<file path="src/rtl/agc_pkg.sv">
package agc_pkg;

    typedef enum logic {
        GAIN_HIGH = 1'b0,
        GAIN_LOW  = 1'b1
    } gain_e;

    // Dwell exponent for a nonzero code: base plus a fixed step per code.
    function automatic int unsigned dwell_exp(input logic [2:0] code,
                                              input int unsigned k_min,
                                              input int unsigned k_step);
        int unsigned idx;
        idx = (code == 3'd0) ? 0 : (int'(code) - 1);
        return k_min + k_step * idx;
    endfunction

endpackage

</file>
<file path="src/rtl/agc_code_decode.sv">
module agc_code_decode
    import agc_pkg::*;
#(
    parameter int unsigned K_MIN  = 11,
    parameter int unsigned K_STEP = 2,
    parameter int unsigned KW     = $clog2(K_MIN + 6 * K_STEP + 1)
) (
    input  logic [2:0]    dwell_code,
    output logic          agc_on,
    output logic [KW-1:0] k_live
);

    logic [KW-1:0] k_table [8];

    for (genvar c = 0; c < 8; c++) begin : g_ktab
        if (c == 0) begin : g_off
            assign k_table[c] = '0;
        end else begin : g_on
            assign k_table[c] = KW'(dwell_exp(3'(c), K_MIN, K_STEP));
        end
    end

    always_comb begin
        agc_on = (dwell_code != 3'd0);
        k_live = k_table[dwell_code];
    end

endmodule

</file>
<file path="src/rtl/agc_dwell_timer.sv">
module agc_dwell_timer #(
    parameter int unsigned K_MIN  = 11,
    parameter int unsigned K_STEP = 2,
    parameter int unsigned KW     = $clog2(K_MIN + 6 * K_STEP + 1)
) (
    input  logic          clk,
    input  logic          rst_n,
    input  logic          count_en,
    input  logic [KW-1:0] k_live,
    output logic          expire
);

    localparam int unsigned K_MAX = K_MIN + 6 * K_STEP;
    localparam int unsigned CW    = K_MAX;

    typedef struct packed {
        logic [CW-1:0] cnt;
        logic [KW-1:0] k_lat;
    } tmr_t;

    tmr_t          tmr_d, tmr_q;
    logic [KW-1:0] k_act;
    logic [CW-1:0] last_val;

    always_comb begin
        tmr_d    = tmr_q;
        // First sample of a run uses the live code; later samples the latched one.
        k_act    = (tmr_q.cnt == '0) ? k_live : tmr_q.k_lat;
        last_val = ~({CW{1'b1}} << k_act);
        expire   = count_en && (tmr_q.cnt == last_val);
        if (count_en && (tmr_q.cnt == '0)) begin
            tmr_d.k_lat = k_live;
        end
        if (!count_en || expire) begin
            tmr_d.cnt = '0;
        end else begin
            tmr_d.cnt = tmr_q.cnt + 1'b1;
        end
    end

    always_ff @(posedge clk or negedge rst_n) begin
        if (!rst_n) begin
            tmr_q <= '0;
        end else begin
            tmr_q <= tmr_d;
        end
    end

    // any break in the below-threshold run leaves the count at zero.
    p_break_clears_r5: assert property (@(posedge clk) disable iff (!rst_n)
        !count_en |=> (tmr_q.cnt == '0));

    // a running count never passes the last value of its latched exponent.
    p_count_bound_r4: assert property (@(posedge clk) disable iff (!rst_n)
        (tmr_q.cnt != '0) |-> (tmr_q.cnt <= ~({CW{1'b1}} << tmr_q.k_lat)));

endmodule

</file>
<file path="src/rtl/agc_gain_fsm.sv">
module agc_gain_fsm
    import agc_pkg::*;
(
    input  logic clk,
    input  logic rst_n,
    input  logic agc_on,
    input  logic lvl_above,
    input  logic lvl_below,
    input  logic expire,
    output logic count_en,
    output logic gain_reduce,
    output logic gain_changed
);

    typedef struct packed {
        gain_e gain;
        logic  changed;
    } fsm_t;

    fsm_t fsm_d, fsm_q;

    always_comb begin
        fsm_d    = fsm_q;
        count_en = agc_on && (fsm_q.gain == GAIN_LOW) && lvl_below && !lvl_above;
        if (!agc_on) begin
            fsm_d.gain = GAIN_HIGH;
        end else if (fsm_q.gain == GAIN_HIGH) begin
            if (lvl_above) begin
                fsm_d.gain = GAIN_LOW;
            end
        end else if (expire) begin
            fsm_d.gain = GAIN_HIGH;
        end
        fsm_d.changed = (fsm_d.gain != fsm_q.gain);
    end

    always_ff @(posedge clk or negedge rst_n) begin
        if (!rst_n) begin
            fsm_q <= '{gain: GAIN_HIGH, changed: 1'b0};
        end else begin
            fsm_q <= fsm_d;
        end
    end

    assign gain_reduce  = (fsm_q.gain == GAIN_LOW);
    assign gain_changed = fsm_q.changed;

    p_off_forces_high_r2: assert property (@(posedge clk) disable iff (!rst_n)
        !agc_on |=> !gain_reduce);

    p_trip_on_above_r3: assert property (@(posedge clk) disable iff (!rst_n)
        (agc_on && lvl_above) |=> gain_reduce);

    p_release_needs_below_r4: assert property (@(posedge clk) disable iff (!rst_n)
        (gain_reduce && agc_on && !lvl_below) |=> gain_reduce);

    p_pulse_marks_change_r9: assert property (@(posedge clk) disable iff (!rst_n)
        gain_changed |-> (gain_reduce != $past(gain_reduce)));

    p_change_has_pulse_r9: assert property (@(posedge clk) disable iff (!rst_n)
        (gain_reduce != $past(gain_reduce)) |-> gain_changed);

endmodule

</file>
<file path="src/rtl/agc_dwell_ctrl.sv">
module agc_dwell_ctrl
    import agc_pkg::*;
#(
    parameter int unsigned K_MIN  = 11,
    parameter int unsigned K_STEP = 2
) (
    input  logic       clk,
    input  logic       rst_n,
    input  logic       lvl_above,
    input  logic       lvl_below,
    input  logic [2:0] dwell_code,
    output logic       gain_reduce,
    output logic       gain_changed
);

    localparam int unsigned KW = $clog2(K_MIN + 6 * K_STEP + 1);

    logic          agc_on;
    logic [KW-1:0] k_live;
    logic          count_en;
    logic          expire;

    agc_code_decode #(.K_MIN(K_MIN), .K_STEP(K_STEP), .KW(KW)) u_decode (
        .dwell_code (dwell_code),
        .agc_on     (agc_on),
        .k_live     (k_live)
    );

    agc_dwell_timer #(.K_MIN(K_MIN), .K_STEP(K_STEP), .KW(KW)) u_timer (
        .clk      (clk),
        .rst_n    (rst_n),
        .count_en (count_en),
        .k_live   (k_live),
        .expire   (expire)
    );

    agc_gain_fsm u_fsm (
        .clk          (clk),
        .rst_n        (rst_n),
        .agc_on       (agc_on),
        .lvl_above    (lvl_above),
        .lvl_below    (lvl_below),
        .expire       (expire),
        .count_en     (count_en),
        .gain_reduce  (gain_reduce),
        .gain_changed (gain_changed)
    );

    // in full gain a below-only level never trips the front end.
    p_below_ignored_high_r11: assert property (@(posedge clk) disable iff (!rst_n)
        (!gain_reduce && !lvl_above) |=> !gain_reduce);

endmodule

</file>
<file path="config.mk">
export PLATFORM = sky130hd
export DESIGN_NAME = agc_dwell_ctrl
export DESIGN_NICKNAME = d
export VERILOG_FILES = /design/src/rtl/agc_pkg.sv /design/src/rtl/agc_code_decode.sv /design/src/rtl/agc_dwell_timer.sv /design/src/rtl/agc_gain_fsm.sv /design/src/rtl/agc_dwell_ctrl.sv
export SDC_FILE = /design/constraint.sdc
export NUM_CORES = 1
export LEC_CHECK = 0
export BUFFER_PORTS_ARGS = -buffer_cell sky130_fd_sc_hd__buf_2
export CORE_MARGIN = 1
export CORE_UTILIZATION = 35
export DETAILED_ROUTE_END_ITERATION = 10
export PLACE_DENSITY_LB_ADDON = 0.15
export RECOVER_POWER = 50
export SETUP_SLACK_MARGIN = 0.02
export SLEW_MARGIN = 20
export SYNTH_ARGS = -nofsm -noshare
export SYNTH_HDL_FRONTEND = slang
export SYNTH_HIERARCHICAL = 1
export SYNTH_SLANG_ARGS = --single-unit
</file>
<file path="constraint.sdc">
create_clock -name clk -period 6.45 [get_ports clk]
set_clock_uncertainty 0.05 [all_clocks]
set_input_delay 0 -clock clk [delete_from_list [all_inputs] [get_ports clk]]
set_output_delay 0 -clock clk [all_outputs]
set_load 0.1 [all_outputs]
</file>
==> Yosys cells after proc, flatten, opt, wreduce, memory -nomap -nowiden <==
Memories as Yosys holds them, arrays and structs flattened.
Index checks and enable logic that the tools add are counted.
{ "word_totals": {"ff_bits": 30, "latch_bits": 0, "ramBits": 0, "mem_bits_ro": 40, "inputBits": 7, "output_inout_bits": 2, "wordCells": 30, "memories": 1} }
{ "mem_list": {"columns": ["name", "depth", "width", "rd", "rd_clocked_by_memory_dff", "write_ports", "line", "source"], "rows": [
  ["(name not given)", 8, 5, 1, 0, 0, "agc_code_decode.sv:25", "k_live = k_table[dwell_code];"]
]} }
{ "op_classes": {"addsub": 1, "mul": 0, "n_div": 0, "order_cmp": 1, "eq_ne": 2, "shifts": 1, "muxes": 8, "bitwise": 2, "n_reduce_logical": 10} }
{ "ops": {"columns": ["op", "n"], "rows": [
  ["adder 23 x 1 -> 23 bit (second input constant)", 1],
  ["== test 23 bit", 1],
  ["logical NOT 23 bit", 1],
  ["two-way mux 23 bit", 1],
  ["NOT 23 bit", 1],
  ["<< shifter 23 x 5 -> 23 bit (first input constant)", 1],
  ["two-way mux 5 bit", 3],
  ["logical AND 1 bit", 5],
  [">= comparator 4 bit (second input constant)", 1],
  ["two-way mux 1 bit", 4],
  ["NOT 3 -> 4 bit", 1],
  ["nonzero test 3 bit", 1],
  ["logical NOT 1 bit", 2],
  ["logical OR 1 bit", 1],
  ["inequality test 1 bit", 1]
]} }

==> Logic depth before layout (Yosys ltp) <==
Gate-level depths: netlist of the first run.
{ "depth": {"word_depth": 13, "depth_mapped": 14, "mapped_depth_nobuf": 11} }

==> By module <==
The synthesis of the first run kept the hierarchy.
{ "by_module_without_submodules": {"columns": ["module", "instances", "cells_per_inst", "area_per_inst_um2", "seq_area_each_um2"], "rows": [
  ["agc_dwell_timer", 1, 288, 2408.6, 700.7],
  ["agc_gain_fsm", 1, 9, 100.1, 50.0],
  ["agc_code_decode", 1, 6, 46.3, 0.0]
]} }

==> Worst setup path after synthesis of the first run <==
Ideal clock, no wire load.
{ "synth_path": {"path_kind": "register to register", "from": "register u_timer/tmr_q[14] in the netlist's numbering", "to": "register u_timer/tmr_q[24] in the netlist's numbering", "setup_time_ps": 119, "arrival_ps": 2800, "required_ps": 6281, "path_slack_ps": 3481, "stages_incl_launch_ff": 13, "path_buffers": 4, "synth_period_minus_slack_ps": 2969, "cell_sequence": "dfrtp_1 -> buf_6 -> or4_4 -> nor3_4 -> and2_4 -> buf_12 -> buf_12 -> a21oi_2 -> a2111oi_4 -> nand4_2 -> o31ai_4 -> buf_6 -> nor2_2"} }
{ "synth_lines": {"columns": ["element", "line", "source"], "rows": [
  ["start, declared", "agc_dwell_timer.sv:21", "tmr_t tmr_d, tmr_q;"],
  ["start signal, assigned", "agc_dwell_timer.sv:45", "tmr_q <= tmr_d;"]
]} }

==> run metrics, run 1 <==
DR pass1 iterations 7; share of cells above drive strength 1 between 15 and 20%; RSZ-0062 raised after global routing no; Synthesized Nets 312; final wirelength around 7.2 mm; Layout Nets 301; Root Buffer clkbuf_8; Antenna Violating Nets Remaining 0; CP Max Fanout 23; post-synthesis compound-gate area fraction 21.30%; Iter 0 DRT Violations between 200 and 250; yosys warns 6; r2r endpoint u_timer/tmr_q[7]$_DFF_PN0_; largest net degree at the start of global routing 31; CTS Sinks 30; Clock transition at path regs 0.07 ns; CORE AREA 6907 µm²; synthesized instance count just over 300; Die Ht 87.44 µm; multi-input logic area 1574 µm²; post-synthesis cell area roughly 2600 µm²; Peak VDD IR ~0.13 mV; Vias/cell 5.933; CTS max path bufs 2; Worst Tran Pin Value 1.633 ns; reg-to-reg slack, setup between 2 and 3 ns; multiplexer area fraction after synthesis between 3 and 4%; Post-synth top flop dfrtp_1; CP Capture Point u_timer/tmr_q[7]$_DFF_PN0_; CTS HTree Levels 2; Final Hold Slack 0.1392 ns; grt met3 use 3.507%; reg2reg start u_timer/tmr_q[5]$_DFF_PN0_; sequential fraction of the synthesis area between 20% and 30%; met1 Track Usage GR 30.56%; register area 750.7 µm²; crit share post-route 59.33%; hold path startpoint dwell_code[0]; Crit. Startpoint u_timer/tmr_q[5]$_DFF_PN0_; most frequent cells in the layout 30 x dfrtp_1, 21 x nand2_1, 20 x nor2_2; initial antenna violation count 0; Filler Cell Count 712; Synth-to-Final Area Change 3.869%; Max-cap violations 1; met2 Use GR 29.33%; Yosys reg bits 30; Reg2Reg Depth 11; final hold violations 0; Fmax about 260 MHz; failing checks max-capacitance violations, max-slew violations; DIE AREA 7646 µm²; most used routing layer met1; DRC errors left 0; WL/cell 18.44 µm; number of global-route vias before repair 2148; critical path required time 6.56 ns; EDFF count, synth 0; average size of a mapped cell 8.432 µm²; max-slew violation count 31; largest family of logic cells by synthesized area simple AND/OR/NAND/NOR gates; Slew Limit Headroom -8.867%; total number of vias 2308; Post-Synth XOR/XNOR Area 8.227%; Distinct cells, synth 61; post-synthesis simple-gate area fraction 27.23%; I/O Pins 9; Setup crit start kind register; FFs w/ async S/R, synth 100.0%; CP Capture Type register; Hold/Removal Path Class in -> reg; total track usage ~20%; I/O Buffers 8; dpl hpwl 4.802 mm; first-pass GRT wire length approximately 12 mm; die width approximately 87 µm; top cell type's share of synthesized area 29.38%; critical path data arrival time between 3 and 4 ns; Resize count post-CTS 0; most common cell after layout, fill and taps aside dfrtp_1; minimum clock period 3.827 ns; grt ovf 0; worst skew pair latency slightly below 0.3 ns; WHS Path Cells 2; top cell type by total area after synthesis dfrtp_1; top cells by area, synth dfrtp_1 29%, nor2_2 4.9%, xnor2_1 4.8%, xor2_1 3.4%, a21oi_1 3.1%; diode count 0; kind of critical path reg -> reg; post-synthesis adder-cell area fraction 0.9794%; final setup violation count 0; Pleak 0.9732 nW; TritonCTS clock tree built; Site Rows 30; CTS buffer count 5; Fin Setup TNS 0 ns; outcome complete, but fails checks; PwrDens 237.3 nW/µm²; Starting Density 36.99%; GPL Wtd Cong 0.8680
[stage by stage]
stage | setup WS [ns] | power, mW | util, % | cell area [µm²] | instances
finish | 2.623 | 0.6298 | 38.42 | 2654 | 389
global route | 2.307 | 0.6642 | 38.42 | 2654 | 389
CTS | 2.665 | 0.6324 | 38.46 | 2656 | 389
detailed placement | 2.677 | 0.4625 | 36.79 | 2541 | 379
global placement | 2.705 | 0.4647 | 36.79 | 2541 | 379
floorplan | 3.481 | 0.4191 | - | 2555 | 303
[worst max-delay path, cell delays in order (launching register included)]
cell      delay, ns
dfrtp_1        0.44
inv_1          0.20
ha_1           0.17
nor4b_1        0.22
and4_1         0.71
and2_4         0.41
mux2_1         0.38
o221ai_1       0.18
nand4_1        0.19
o31ai_4        0.25
buf_4          0.38
nor2_1         0.09
[power by group]
| group | switching [mW] | internal, mW |
|---|---|---|
| Sequential | 0.0731 | 0.202 |
| Clock | 0.0807 | 0.0858 |
| Combinational | 0.114 | 0.0744 |
[repair_timing]
action / CTS / global route
hold endpoints to repair: 31 / 0
hold buffers: 2 / 0
setup buffers: 0 / 0
[synthesized netlist by cell type, drive strengths merged, types with 10 or more instances]
master and number:
xor2 10, nand2 21, buf 11, xnor2 14, dfrtp 30, clkbuf 18, nand3 14, inv 13
a21oi 17, nor2 38, o21ai 11
[state kept, by name, indices dropped and copies added, names as in the netlist]
signal	flops
u_fsm/gain_reduce	1
u_fsm/gain_changed	1
u_timer/tmr_q	28
[cell families after synthesis]
family / Yosys count
compound gates: 72
mux: 9
fa+ha+maj: 2
buf+inv: 42
xor+xnor: 24
simple gates: 124
flops: 30
[per-layer routing]
metal | part of all wire [%] | wire, µm
met1 | 49 | 3519
met2 | 44 | 3129
met3 | 5.4 | 384
met4 | 2.0 | 141
met5 | 0 | 0
[worst min-delay path by stage]
stage	end	slack [ns]
after floorplan	u_fsm/gain_changed$_DFF_PN0_	-0.35
after CTS	u_timer/tmr_q[1]$_DFFE_PN0P_	0.13
after detailed placement	u_timer/tmr_q[20]$_DFF_PN0_	0.04
after global routing	u_timer/tmr_q[1]$_DFFE_PN0P_	0.17
final	u_timer/tmr_q[1]$_DFFE_PN0P_	0.14
after global placement	u_timer/tmr_q[19]$_DFF_PN0_	0.04
[area by class of cell]
class	count	area share [%]
Sequential cell	30	28.29
Multi-Input combinational cell	231	59.31
Timing Repair Buffer	11	2.452
Clock inverter	2	0.4715
Inverter	13	1.839
Tap cell	96	4.526
Clock buffer	6	3.112
No activity file was read; power rests on OpenSTA's default activity.
==> run 2: changes to the inputs <==
==> constraint.sdc (replaced) <==
create_clock -name clk -period 3.8 [get_ports clk]
set_clock_uncertainty 0.05 [all_clocks]
set_input_delay 0 -clock clk [delete_from_list [all_inputs] [get_ports clk]]
set_output_delay 0 -clock clk [all_outputs]
set_load 0.1 [all_outputs]
==> run 2 against run 1 <==
The flow still finishes with violations (max-capacitance violations, max-slew violations). Largest cell class unchanged. Count of clock-buffer cells in the layout unchanged. Power up 73%. Sequential power is 58% higher.
==> run metrics, run 2 (same netlist as run 1, synthesis figures left out) <==
Clock transition at path regs 0.08 ns (was 0.07 ns); diode count 0 (unchanged); CP Max Fanout 23 (unchanged); PwrDens 403.4 nW/µm² (was 237.3 nW/µm²); Worst Path Buf+Inv 2 (unchanged); final setup violation count 0 (unchanged); outcome complete, but fails checks (unchanged); Worst Tran Pin Value 1.695 ns (was 1.633 ns); internal power 632.4 µW (was 362.3 µW); most common cell after layout, fill and taps aside dfrtp_1 (unchanged); DRC errors left 0 (unchanged); share of cells above drive strength 1 18.39% (was 16.72%); reg2reg start u_timer/tmr_q[5]$_DFF_PN0_ (unchanged); cell-by-cell trace of the critical path inv_1, ha_1, nor4b_1, and4_1, and2_4, a31oi_1, a221oi_1, nand4_2, o31ai_4, buf_4, nor2_1 (was inv_1, ha_1, nor4b_1, and4_1, and2_4, mux2_1, o221ai_1, nand4_1, o31ai_4, buf_4, nor2_1); Largest Register u_timer/tmr_q (unchanged); Root Buffer clkbuf_8 (unchanged); Setup crit start kind register (unchanged); # hold bufs at CTS 2 (unchanged); die width 87.44 µm (unchanged); number of global-route vias before repair 2283 (was 2148); CTS Sinks 30 (unchanged); Net Sw Frac 41.91% (was 42.48%); dpl hpwl 4.933 mm (was 4.802 mm); Starting Density 36.99% (unchanged); net switching power 456.2 µW (was 267.5 µW); total track usage 20.46% (was 20.26%); I/O Buffers 8 (unchanged); Max-cap violations 1 (unchanged); I/O Pins 9 (unchanged); Synth-to-Final Area Change 5.632% (was 3.869%); Reg power frac 39.9% (was 43.7%); TritonCTS clock tree built (unchanged); power share of the combinational group 34.5% (was 29.9%); GPL Wtd Cong 0.9076 (was 0.8680); final hold violations 0 (unchanged); total number of vias 2304 (was 2308); max FFs per register 28 (unchanged); Slew Limit Headroom -12.98% (was -8.867%); CTS max path bufs 2 (unchanged); CP Capture Type register (unchanged); Peak VDD IR 0.1672 mV (was 0.1349 mV); grt ovf 0 (unchanged); kind of critical path reg -> reg (unchanged); Worst path slowest cell dfrtp_1 (was and4_1); Vias/cell 5.833 (was 5.933); minimum clock period 3.212 ns (was 3.827 ns); RSZ-0062 raised after global routing no (unchanged); crit share post-route 84.52% (was 59.33%); worst skew pair latency 0.28 ns (was 0.29 ns); clock share of power 25.6% (was 26.4%); DIE AREA 7646 µm² (unchanged); most frequent cells in the layout 30 x dfrtp_1, 21 x nand2_1, 20 x nor2_2 (unchanged); Crit. Startpoint u_timer/tmr_q[5]$_DFF_PN0_ (unchanged); critical path data arrival time 3.32 ns (was 3.93 ns); CTS buffer count 5 (unchanged); initial antenna violation count 0 (unchanged); crit-path max cell delay 0.43 ns (was 0.71 ns); Hold/Removal Path Class in -> reg (unchanged); largest net degree at the start of global routing 31 (unchanged); Resize count post-CTS 0 (unchanged); Fin Setup TNS 0 ns (unchanged); final wirelength 7.148 mm (was 7.174 mm); max-slew violation count 31 (unchanged); cell family with most CP delay simple AND/OR/NAND/NOR gates (unchanged); WL/cell 18.10 µm (was 18.44 µm); Final Util 39.08% (was 38.42%); failing checks max-capacitance violations, max-slew violations (unchanged); Layout Nets 307 (was 301); critical path required time 3.91 ns (was 6.56 ns); first-pass GRT wire length 11.99 mm (was 11.83 mm); CTS HTree Levels 2 (unchanged); hold path startpoint dwell_code[1] (was dwell_code[0]); Fmax 311.4 MHz (was 261.3 MHz); Die Ht 87.44 µm (unchanged); DR pass1 iterations 8 (was 7); Pleak 1.002 nW (was 0.9732 nW); Site Rows 30 (unchanged); Antenna Violating Nets Remaining 0 (unchanged); Iter 0 DRT Violations 158 (was 249); Setup Buffers After CTS 0 (unchanged); CORE AREA 6907 µm² (unchanged)
## run 2: cell count changes in the layout (fill, tap and decap cells not counted), sizes merged
| cell | before | now |
|---|---|---|
| buf | 7 | 13 |
## run 2: final timing paths
check	endpoint	slack [ns]	depth (start not counted)
worst max register to register	u_timer/tmr_q[27]$_DFF_PN0_	0.59	11
max in group asynchronous	u_timer/tmr_q[9]$_DFF_PN0_	2.08	2
min in group asynchronous	u_timer/tmr_q[21]$_DFF_PN0_	0.64	2
worst min register to register	u_timer/tmr_q[5]$_DFF_PN0_	0.48	1
worst min-delay path	u_timer/tmr_q[2]$_DFFE_PN0P_	0.14	2
worst max-delay path	u_timer/tmr_q[27]$_DFF_PN0_	0.59	11
## run 2: cell type report
class,count,area (µm²)
clock buffer,6,82.58
clock inverter,2,12.51
fill,746,4208
inverter,13,48.80
multi-input combinational,231,1574
sequential,30,750.7
tap,96,120.1
timing repair buffer,17,110.1
## run 2: power groups by stage
stage	clock network, mW	registers, mW	logic (mW)
floorplan	0	0.411	0.301
global placement	0	0.437	0.374
detailed placement	0	0.435	0.368
CTS	0.291	0.428	0.371
global route	0.299	0.438	0.410
finish	0.279	0.435	0.375
## run 2: metrics by stage
step                instance area, µm²  power (mW)  instances  hold slack [ns]  setup slack, ns
floorplan                         2555      0.7114        303          -0.3456           0.8311
global placement                  2586      0.8113        385          0.04506           0.6294
detailed placement                2586      0.8025        385          0.04932           0.6211
CTS                               2701       1.091        395           0.1232           0.5774
global route                      2699       1.147        395           0.1758           0.2720
finish                            2699       1.089        395           0.1424           0.5882
## run 2: routing by layer
| metal | up-vias | global-route usage (%) | part of all wire (%) |
|---|---|---|---|
| met4 | 0 | 4.918 | 0.95 |
| li1 | 1083 | - | - |
| met3 | 8 | 3.507 | 5.4 |
| met5 | - | 0 | 0 |
| met1 | 1126 | 29.09 | 49 |
| met2 | 87 | 32.10 | 45 |
==> run 3: changes to the inputs <==
==> constraint.sdc (replaced) <==
create_clock -name clk -period 3.3 [get_ports clk]
set_clock_uncertainty 0.05 [all_clocks]
set_input_delay 0 -clock clk [delete_from_list [all_inputs] [get_ports clk]]
set_output_delay 0 -clock clk [all_outputs]
set_load 0.1 [all_outputs]
==> run 3 against run 2 <==
The flow still finishes with violations (max-capacitance violations, max-slew violations). Global-route usage rose by 0.21 points. Register-to-register slack worse by 0.40 ns. Hold slack worse by 0.011 ns. Critical endpoint is now u_timer/tmr_q[8]$_DFF_PN0_. First-iteration DRC count increased by 54%. Largest power group is now combinational cells. Die area did not move. Power is 24% higher. Non-clock buffer count grew 9. Sequential share of layout area is 1.0 points lower. Utilization grew 1.5 points. Setup slack worse by 0.40 ns.
==> run metrics, run 3 (same netlist as run 1, synthesis figures left out) <==
critical path data arrival time 3.24 ns (was 3.32 ns); worst setup margin 0.1856 ns (was 0.5882 ns); critical path required time 3.42 ns (was 3.91 ns); dpl hpwl 5.018 mm (was 4.933 mm); Largest Register u_timer/tmr_q (unchanged); Worst Tran Pin Value 1.745 ns (was 1.695 ns); register area 750.7 µm² (unchanged); Hold/Removal Path Class in -> reg (unchanged); Slew Limit Headroom -16.35% (was -12.98%); Worst path slowest cell a2111oi_0 (was dfrtp_1); most frequent cells in the layout 30 x dfrtp_1, 21 x nand2_1, 20 x nor2_2 (unchanged); crit share post-route 94.38% (was 84.52%); CTS buffer count 5 (unchanged); Fin Setup TNS 0 ns (unchanged); max-slew violation count 31 (unchanged); Fmax 321.1 MHz (was 311.4 MHz); GPL Wtd Cong 0.8829 (was 0.9076); Iter 0 DRT Violations 244 (was 158); DIE AREA 7646 µm² (unchanged); max FFs per register 28 (unchanged); DR pass1 iterations 6 (was 8); minimum clock period 3.114 ns (was 3.212 ns); cell-by-cell trace of the critical path inv_1, ha_1, nor4b_1, and4_1, buf_4, a2111oi_0, a211oi_1, o2bb2ai_1, nand4_1, o31ai_4, buf_12, nor2_1 (was inv_1, ha_1, nor4b_1, and4_1, and2_4, a31oi_1, a221oi_1, nand4_2, o31ai_4, buf_4, nor2_1); multi-input logic area 1580 µm² (was 1574 µm²); number of global-route vias before repair 2160 (was 2283); largest net degree at the start of global routing 31 (unchanged); final setup violation count 0 (unchanged); first-pass GRT wire length 11.93 mm (was 11.99 mm); I/O Buffers 8 (unchanged); DRC errors left 0 (unchanged); PwrDens 480.2 nW/µm² (was 403.4 nW/µm²); RSZ-0062 raised after global routing yes (was no); Vias/cell 5.911 (was 5.833); Peak VDD IR 0.1772 mV (was 0.1672 mV); Setup crit start kind register (unchanged); die width 87.44 µm (unchanged); initial antenna violation count 0 (unchanged); final hold violations 0 (unchanged); cell family with most CP delay compound AO/OA/AOI/OAI gates (was simple AND/OR/NAND/NOR gates); Synth-to-Final Area Change 9.696% (was 5.632%); Die Ht 87.44 µm (unchanged); CP Capture Type register (unchanged); CTS max path bufs 2 (unchanged); Site Rows 30 (unchanged); Clock transition at path regs 0.08 ns (about the same); kind of critical path reg -> reg (unchanged); Antenna Violating Nets Remaining 0 (unchanged); Pleak 1.065 nW (was 1.002 nW); share of cells above drive strength 1 20.85% (was 18.39%); Max-cap violations 1 (unchanged); failing checks max-capacitance violations, max-slew violations (unchanged); WL/cell 17.98 µm (was 18.10 µm); Root Buffer clkbuf_8 (unchanged); CTS HTree Levels 2 (unchanged); Worst Path Buf+Inv 3 (was 2); CORE AREA 6907 µm² (unchanged); TritonCTS clock tree built (unchanged); Starting Density 36.99% (unchanged); total track usage 20.67% (was 20.46%); diode count 0 (unchanged); I/O Pins 9 (unchanged); most common cell after layout, fill and taps aside dfrtp_1 (unchanged); Layout Nets 316 (was 307); CTS Sinks 30 (unchanged); Setup Buffers After CTS 0 (unchanged); Filler Cell Count 720 (was 746); final wirelength 7.244 mm (was 7.148 mm); pre-CTS setup slack 0.2140 ns (was 0.6211 ns); CP Max Fanout 23 (unchanged); total number of vias 2382 (was 2304); worst skew pair latency 0.29 ns (was 0.28 ns); outcome complete, but fails checks (unchanged); crit-path max cell delay 0.47 ns (was 0.43 ns); Final Util 40.58% (was 39.08%); grt ovf 0 (unchanged)
==> run 3: cell count changes in the layout (fill, tap and decap cells not counted), sizes merged <==
| cell | change |
|---|---|
| buf | +9 |
| bufinv | +1 |
| clkinv | -1 |
| clkinvlp | -1 |
==> run 3: power breakdown <==
part | leakage [nW] | internal [mW] | total, mW | switching, mW
logic | 0.606 | 0.177 | 0.482 | 0.305
clock network | 0.0573 | 0.242 | 0.398 | 0.156
registers | 0.402 | 0.397 | 0.466 | 0.0696
==> run 3: routing by layer <==
layer | wire length [µm] | GRT usage [%] | share of wire, % | vias up
met3 | 485 | 4.739 | 6.7 | 16
met4 | 168 | 5.961 | 2.3 | 0
met5 | 0 | 0 | 0 | -
li1 | - | - | - | 1097
met1 | 3456 | 29.50 | 48 | 1151
met2 | 3133 | 30.97 | 43 | 118
==> run 3: cell type report <==
class	instances	area share (%)
multi-input combinational	231	56.38
sequential	30	26.79
inverter	13	1.741
clock buffer	6	2.946
tap	96	4.286
clock inverter	1	1.071
timing repair buffer	26	6.786
==> run 3: timing repair <==
action	CTS	global route
endpoints found under the hold margin	32	0
hold buffers	2	0
setup endpoints to repair	0	2
resized for setup	0	1
==> run 3: through the flow <==
step | instance area, µm² | power [mW] | hold WS (ns) | cells
global route | 2803 | 1.410 | 0.1465 | 403
CTS | 2799 | 1.342 | 0.1215 | 403
global placement | 2666 | 0.9492 | 0.05460 | 394
floorplan | 2555 | 0.8192 | -0.3456 | 303
detailed placement | 2666 | 0.9419 | 0.04642 | 394
finish | 2803 | 1.346 | 0.1310 | 403
==> run 3: path summary, 6_finish.rpt <==
| path | to | slack (ns) | startpoint | cells past startpoint |
|---|---|---|---|---|
| hold reg to reg | u_timer/tmr_q[5]$_DFF_PN0_ | 0.47 | u_timer/tmr_q[5]$_DFF_PN0_ | 1 |
| min in group asynchronous | u_timer/tmr_q[27]$_DFF_PN0_ | 0.66 | rst_n | 2 |
| max in group asynchronous | u_timer/tmr_q[25]$_DFF_PN0_ | 1.53 | rst_n | 2 |
| hold / removal | u_timer/tmr_q[2]$_DFFE_PN0P_ | 0.13 | dwell_code[1] | 2 |
| setup reg to reg | u_timer/tmr_q[8]$_DFF_PN0_ | 0.19 | u_timer/tmr_q[5]$_DFF_PN0_ | 12 |
| setup / recovery | u_timer/tmr_q[8]$_DFF_PN0_ | 0.19 | u_timer/tmr_q[5]$_DFF_PN0_ | 12 |
